**config.mk**
```make
export PLATFORM = sky130hd
export DESIGN_NAME = rcfg_reset_ctrl
export DESIGN_NICKNAME = d
export VERILOG_FILES = /design/src/rtl/rcfg_pkg.sv /design/src/rtl/rcfg_sync.sv /design/src/rtl/rcfg_hold_ctrl.sv /design/src/rtl/rcfg_reset_ctrl.sv
export SDC_FILE = /design/constraint.sdc
export NUM_CORES = 1
export LEC_CHECK = 0
export ABC_AREA = 1
export BUFFER_PORTS_ARGS = -buffer_cell sky130_fd_sc_hd__buf_2
export CAP_MARGIN = 20
export CORE_MARGIN = 5
export CORE_UTILIZATION = 30
export CTS_BUF_LIST = sky130_fd_sc_hd__clkbuf_16
export DETAILED_ROUTE_END_ITERATION = 10
export PLACE_DENSITY = 0.45
export SLEW_MARGIN = 0
export SYNTH_ARGS = -nofsm -noshare
export SYNTH_HDL_FRONTEND = slang
export SYNTH_HIERARCHICAL = 1
export SYNTH_SLANG_ARGS = --single-unit
```
**constraint.sdc**
```tcl
create_clock -name clk_i -period 2.4 [get_ports clk_i]
set_input_delay 0.24 -clock clk_i [delete_from_list [all_inputs] [get_ports clk_i]]
set_output_delay 0.24 -clock clk_i [all_outputs]
set_load 0.02 [all_outputs]
```
**src/rtl/rcfg_pkg.sv**
```systemverilog
`timescale 1ns/1ps
package rcfg_pkg;
  // Next value of the both-low run counter: zero when the run breaks,
  // saturating at the limit so a long hold keeps the armed flag up.
  function automatic int unsigned hold_count_next(int unsigned cnt, logic both_low,
                                                  int unsigned limit);
    if (!both_low)    return 0;
    if (cnt >= limit) return limit;
    return cnt + 1;
  endfunction

  // Hold is armed once the run counter has reached the limit.
  function automatic logic hold_reached(int unsigned cnt, int unsigned limit);
    return cnt >= limit;
  endfunction
endpackage

```
**src/rtl/rcfg_sync.sv**
```systemverilog
`timescale 1ns/1ps
module rcfg_sync #(
  parameter int unsigned     W       = 3,
  parameter int unsigned     STAGES  = 2,
  parameter logic [W-1:0]    RST_VAL = '0
) (
  input  logic         clk_i,
  input  logic         rst_n_i,
  input  logic [W-1:0] d_i,
  output logic [W-1:0] q_o
);
  logic [W-1:0] stg_q [STAGES];

  generate
    for (genvar s = 0; s < STAGES; s++) begin : g_stage
      if (s == 0) begin : g_first
        always_ff @(posedge clk_i or negedge rst_n_i) begin
          if (!rst_n_i) stg_q[0] <= RST_VAL;
          else          stg_q[0] <= d_i;
        end
      end else begin : g_next
        always_ff @(posedge clk_i or negedge rst_n_i) begin
          if (!rst_n_i) stg_q[s] <= RST_VAL;
          else          stg_q[s] <= stg_q[s-1];
        end
      end
    end
  endgenerate

  assign q_o = stg_q[STAGES-1];
endmodule

```
**src/rtl/rcfg_hold_ctrl.sv**
```systemverilog
`timescale 1ns/1ps
module rcfg_hold_ctrl
  import rcfg_pkg::*;
#(
  parameter int unsigned HOLD_CYCLES = 16,
  localparam int unsigned CW         = $clog2(HOLD_CYCLES + 1)
) (
  input  logic clk_i,
  input  logic rst_n_i,
  input  logic emu_i,
  input  logic sys_i,
  input  logic tst_i,
  output logic armed_o,
  output logic clr_o,
  output logic hold_o
);
  logic [CW-1:0] cnt_q;
  logic          sys_d_q, tst_d_q, hold_q;
  logic          both_low;

  assign both_low = emu_i & ~sys_i & ~tst_i;
  assign armed_o  = hold_reached(32'(cnt_q), HOLD_CYCLES);
  // Fresh falling edge of either request, or leaving emulator mode.
  assign clr_o    = (sys_d_q & ~sys_i) | (tst_d_q & ~tst_i) | ~emu_i;

  always_ff @(posedge clk_i or negedge rst_n_i) begin
    if (!rst_n_i) begin
      cnt_q   <= '0;
      sys_d_q <= 1'b0;
      tst_d_q <= 1'b0;
      hold_q  <= 1'b0;
    end else begin
      cnt_q   <= CW'(hold_count_next(32'(cnt_q), both_low, HOLD_CYCLES));
      sys_d_q <= sys_i;
      tst_d_q <= tst_i;
      if (armed_o)    hold_q <= 1'b1;
      else if (clr_o) hold_q <= 1'b0;
    end
  end

  assign hold_o = hold_q;
endmodule

```
**src/rtl/rcfg_reset_ctrl.sv**
```systemverilog
`timescale 1ns/1ps
module rcfg_reset_ctrl #(
  parameter int unsigned HOLD_CYCLES = 16,
  parameter int unsigned SYNC_STAGES = 2
) (
  input  logic clk_i,
  input  logic por_n_i,
  input  logic mode_sel_i,
  input  logic sys_rst_n_i,
  input  logic tst_rst_n_i,
  output logic cpu_rst_n_o,
  output logic dbg_rst_n_o,
  output logic cpu_run_o
);
  // Synchronized bits: [2] mode strap, [1] system request, [0] test request.
  localparam logic [2:0] SYNC_RST = 3'b100;

  logic [2:0] pins_s;
  logic       mode_s_w, sys_s_w, tst_s_w, emu_w;
  logic       armed_w, clr_w, hold_w;

  rcfg_sync #(.W(3), .STAGES(SYNC_STAGES), .RST_VAL(SYNC_RST)) sync_i (
    .clk_i  (clk_i),
    .rst_n_i(por_n_i),
    .d_i    ({mode_sel_i, sys_rst_n_i, tst_rst_n_i}),
    .q_o    (pins_s)
  );

  assign mode_s_w = pins_s[2];
  assign sys_s_w  = pins_s[1];
  assign tst_s_w  = pins_s[0];
  assign emu_w    = ~mode_s_w;

  rcfg_hold_ctrl #(.HOLD_CYCLES(HOLD_CYCLES)) hold_i (
    .clk_i  (clk_i),
    .rst_n_i(por_n_i),
    .emu_i  (emu_w),
    .sys_i  (sys_s_w),
    .tst_i  (tst_s_w),
    .armed_o(armed_w),
    .clr_o  (clr_w),
    .hold_o (hold_w)
  );

  assign cpu_rst_n_o = sys_s_w;
  assign dbg_rst_n_o = tst_s_w;
  assign cpu_run_o   = sys_s_w & ~hold_w;
endmodule

```
==> results of run 1 <==
[cell type report]
| type | count | area share |
|---|---|---|
| Clock buffer | 3 | 0.113 |
| Timing Repair Buffer | 8 | 0.0679 |
| Multi-Input combinational cell | 21 | 0.189 |
| Sequential cell | 14 | 0.532 |
| Inverter | 8 | 0.0453 |
| Clock inverter | 1 | 0.00566 |
| Tap cell | 25 | 0.0472 |
[registers in the layout (all words and copies together) (netlist names)]
signal / flops
sync_i/q_o: 3
hold_i/hold_o: 1
hold_i/sys_d_q: 1
hold_i/cnt_q: 5
sync_i/stg_q: 3
hold_i/tst_d_q: 1
[layer usage]
metal	GRT usage	wire length, um	up-vias
met4	0.0655	28	0
li1	-	-	156
met1	0.0868	342	153
met5	0	0	-
met3	0.0344	48	5
met2	0.115	336	8
[timing repair]
item / CTS / global route
resized for setup: 0 / 0
endpoints found under the hold margin: 12 / 0
setup endpoints to repair: 0 / 0
hold buffers: 1 / 0
[path summary, 6_finish.rpt]
| check | cells after the start | from | end | slack (ns) |
|---|---|---|---|---|
| worst max-delay path | 3 | sync_i/q_o[1] | cpu_run_o | 1.28 |
| worst min-delay path | 1 | mode_sel_i | sync_i/stg_q[5] | 0.1 |
| worst max register to register | 3 | hold_i/cnt_q[0] | hold_i/cnt_q[2] | 1.44 |
| worst min register to register | 0 | sync_i/stg_q[4] | sync_i/q_o[1] | 0.35 |
| max in group asynchronous | 2 | por_n_i | sync_i/q_o[2] | 1.70 |
| min in group asynchronous | 2 | por_n_i | sync_i/stg_q[3] | 0.41 |
[worst max-delay path: stages (launching register included)]
cell,delay (ns)
dfrtp_1,0.37
inv_1,0.06
nor2_2,0.06
buf_2,0.16
[power by group through the flow]
stage	logic (mW)	clock network, mW	registers, mW
6_report	0.0218	0.306	0.250
5_1_grt	0.0253	0.333	0.250
4_1_cts	0.0227	0.317	0.250
3_5_place_dp	0.0215	0	0.253
3_3_place_gp	0.0214	0	0.253
2_1_floorplan	0.0146	0	0.251
[cells in the final DEF (no fill, tap or decap)]
cell type       n
dlygate4sd3_1   1
nand2_1         6
inv_1           8
buf_2           7
clkinv_1        1
nor2_1          3
clkbuf_16       3
nand3_1         3
ha_1            2
nand4_1         2
nor2_2          2
xnor2_1         1
dfstp_2         2
nand4_2         1
dfrtp_1        12
a21oi_1         1
==> out/results.txt, run 1 <==
period utilisation layout -> 0.469
worst vdd ir -> 0.433 mV
CORE AREA -> 0.00171 mm^2
routed wire length per instance -> 9.45 um
DRC errors left -> 0
crit path capture type -> output pin
Avg Synthesized Cell Area -> 11.5 um^2
Hold Fails Final Rpt -> 0
Worst Slack Setup Final -> 1.28 ns
Die Height -> 52.1 um
Setup Fix Bufs, Post-CTS -> 0
area delta synth->final -> 25.0%
first-pass GRT wire length -> 1450 um
Starting Density -> 0.311
Final Core Density -> 0.388
total power -> 0.578 mW
outcome -> finished, final reports clean
layout cell share with drive strength beyond 1 -> 0.273
total number of vias -> 322
YS warnings -> 6
register area -> 353 um^2
Sw Ratio -> 0.181
internal power -> 0.473 mW
RSZ-0062 raised after global routing -> false
routed wire length -> 756 um
Port-buffer cells -> 7
CP arrival -> 0.88 ns
antenna cell count -> 0
synthesized area -> 531 um^2
Finished Cell Area -> 663 um^2
RD Place Congestion -> 0.746
P_leak -> 0.325 nW
Max clock buf depth -> 2
Min Clock Period, post-route -> 1.12 ns
max_slew headroom -> 0.799
GRT Resource Usage Total -> 0.0787
filler cell count -> 163
Max FO, Critical Path -> 4
synthesized netlist cell count -> 46
Pwr Density -> 871 mW/mm^2
pre-CTS setup slack -> 1.43 ns
clock sink count -> 14
skew final -> 0.00460 ns
# nets final -> 63
placed cells -> 75
htree depth -> 1
syn nets -> 53
f_max -> 0.889 GHz
Clock Latency Late Sink -> 0.24 ns
die area -> 0.00271 mm^2
initial DRC count -> 2
Clock transition at path regs -> 0.04 ns
Num CTS Buffers -> 3
max_cap viols -> 0
DP Wirelength -> 567 um
hold_ws -> 0.0951 ns
Pre-antenna DRT Iters -> 3
footprint of the multi-input gates -> 125 um^2
pin count of the biggest net entering global routing -> 15
overflow left after global routing -> 0
final setup fails -> 0
DP Area -> 574 um^2
Clock power frac -> 0.530
Ports -> 8
Root Driver -> clkbuf_16
Post-Layout Cell Count -> 80
initial antenna violation count -> 0
fin. max-slew vios -> 0
vias in the first global route -> 346
Hold/Removal Path Class -> in2reg
Worst EP required -> 2.16 ns
combinational group share of total power -> 0.038
critical path launch point type -> flop
antenna-violating nets left -> 0
number of vias per cell -> 4.03
Flop pwr share -> 0.432
Horiz. Die Dim -> 52.1 um
post-route setup TNS -> 0 ns
worst slew pin tran -> 0.301 ns
Switching Power -> 0.105 mW
kind of critical path -> reg2out
std cell rows -> 15
CTS tree -> done
Power figures use the tool's default switching activity.
==> inputs of run 2 (changes only) <==
==> constraint.sdc (replaced) <==
create_clock -name clk_i -period 1.1 [get_ports clk_i]
set_input_delay 0.11 -clock clk_i [delete_from_list [all_inputs] [get_ports clk_i]]
set_output_delay 0.11 -clock clk_i [all_outputs]
set_load 0.02 [all_outputs]
==> out/results.txt, run 2 (synthesis results as in run 1) <==
outcome -> finished, final reports clean
Post-Layout Cell Count -> 83 (+3.8%)
clock sink count -> 14 (unchanged)
first-pass GRT wire length -> 1490 um (+2.8%)
Worst EP required -> 0.99 ns (-1.17 ns)
Starting Density -> 0.311 (unchanged)
CTS tree -> done
worst vdd ir -> 0.946 mV (+120%)
die area -> 0.00271 mm^2 (unchanged)
CORE AREA -> 0.00171 mm^2 (unchanged)
Root Driver -> clkbuf_16
CP arrival -> 0.88 ns (about the same)
reg-to-reg slack, setup -> 0.14 ns (-1.30 ns)
routed wire length -> 776 um (+2.6%)
number of vias per cell -> 3.95 (-1.8%)
overflow left after global routing -> 0 (unchanged)
Ports -> 8 (unchanged)
max_cap viols -> 0 (unchanged)
critical path launch point type -> flop
std cell rows -> 15 (unchanged)
DRC errors left -> 0 (unchanged)
Max FO, Critical Path -> 4 (unchanged)
antenna-violating nets left -> 0 (unchanged)
routed wire length per instance -> 9.35 um (-1.1%)
Final Core Density -> 0.406 (+0.0176)
crit path capture type -> output pin
Hold/Removal Path Class -> in2async
layout cell share with drive strength beyond 1 -> 0.259 (-0.0141)
total number of vias -> 328 (+1.9%)
skew final -> 0.00464 ns (+0.0000396 ns)
vias in the first global route -> 351 (+1.4%)
most flop-heavy register -> hold_i/cnt_q
initial antenna violation count -> 0 (unchanged)
Min Clock Period, post-route -> 0.994 ns
fin. max-slew vios -> 0 (unchanged)
max reg flops -> 5 (unchanged)
pin count of the biggest net entering global routing -> 15 (unchanged)
Max clock buf depth -> 2 (unchanged)
RD Place Congestion -> 0.746 (about the same)
Hold Fails Final Rpt -> 0 (unchanged)
Port-buffer cells -> 7 (unchanged)
initial DRC count -> 2 (unchanged)
Resized cells post-CTS -> 0 (unchanged)
worst reg2reg endpoint -> hold_i/cnt_q[2]
GRT Resource Usage Total -> 0.0806 (+0.00182)
DP Wirelength -> 567 um (unchanged)
worst r2r src -> hold_i/cnt_q[0]
max_slew headroom -> 0.799 (about the same)
kind of critical path -> reg2out
final setup fails -> 0 (unchanged)
most frequent cells in the layout -> dfrtp_1 (12), inv_1 (8), buf_2 (7), nand2_1 (6), dlygate4sd3_1 (4)
antenna cell count -> 0 (unchanged)
Pwr Density -> 1830 mW/mm^2 (+110%)
placed cells -> 75 (unchanged)
Die Height -> 52.1 um (unchanged)
Clock transition at path regs -> 0.05 ns (about the same)
Pre-antenna DRT Iters -> 3 (unchanged)
htree depth -> 1 (unchanged)
worst slew pin tran -> 0.301 ns (-0.0000218 ns)
RSZ-0062 raised after global routing -> false
Horiz. Die Dim -> 52.1 um (unchanged)
period utilisation layout -> 0.904
area delta synth->final -> 30.7%
P_leak -> 0.337 nW (+3.9%)
Clock Latency Late Sink -> 0.24 ns (about the same)
# nets final -> 66 (+4.8%)
commonest non-fill, non-tap cell in the layout -> dfrtp_1
post-route setup TNS -> 0 ns (unchanged)
f_max -> 1.01 GHz
Num CTS Buffers -> 3 (unchanged)
R2R cell count -> 3 (unchanged)
## run 2: cell count changes in the layout (fill, tap and decap cells not counted), sizes merged
cell / change
dlygate4sd3: +3
## run 2: report_power, final
group | total [mW] | internal (mW) | switching, mW | leakage, nW
registers | 0.545 | 0.536 | 0.00818 | 0.174
logic | 0.0557 | 0.0234 | 0.0323 | 0.125
clock network | 0.668 | 0.479 | 0.190 | 0.0385
## run 2: metrics by stage
step                hold WS (ns)  setup slack [ns]  instance area [um^2]  total power, mW
detailed placement        0.0206             0.135                   574            0.599
global route               0.322            0.0398                   693             1.34
finish                     0.284             0.106                   693             1.27
CTS                        0.293            0.0853                   693             1.29
floorplan                 -0.186             0.189                   531            0.580
global placement          0.0202             0.162                   574            0.598
## run 2: repair_timing
action | 4_1_cts | 5_1_grt
hold buffers | 4 | 0
setup buffers | 0 | 0
endpoints found under the setup margin | 0 | 0
endpoints found under the hold margin | 15 | 0
## run 2: worst max-delay path by stage
stage / startpoint / end / cells past startpoint
after floorplan: hold_i/cnt_q[0] / hold_i/cnt_q[2] / 3
after global placement: hold_i/cnt_q[0] / hold_i/cnt_q[2] / 3
after detailed placement: hold_i/cnt_q[0] / hold_i/cnt_q[1] / 4
after CTS: sync_i/q_o[1] / cpu_run_o / 3
after global routing: sync_i/q_o[1] / cpu_run_o / 3
final: sync_i/q_o[1] / cpu_run_o / 3
## run 2: layout make-up
cell class | count | area, um^2
Fill cell | 156 | 1010
Sequential cell | 14 | 353
Multi-Input combinational cell | 21 | 125
Clock buffer | 3 | 75.1
Timing Repair Buffer | 11 | 75.1
Tap cell | 25 | 31.3
Inverter | 8 | 30.0
Clock inverter | 1 | 3.75
## run 2: routing by layer
layer,share of wire,track usage,up-vias,routed length [um]
met2,0.44,0.115,8,343
met4,0.036,0.0655,0,28
met5,0,0,-,0
li1,-,-,162,-
met1,0.47,0.0922,153,361
met3,0.055,0.0344,5,43
## run 2: worst max-delay path, stage by stage (launching register included)
cell and delay, ns:
dfrtp_1 0.37, inv_1 0.06, nor2_2 0.06, buf_2 0.16
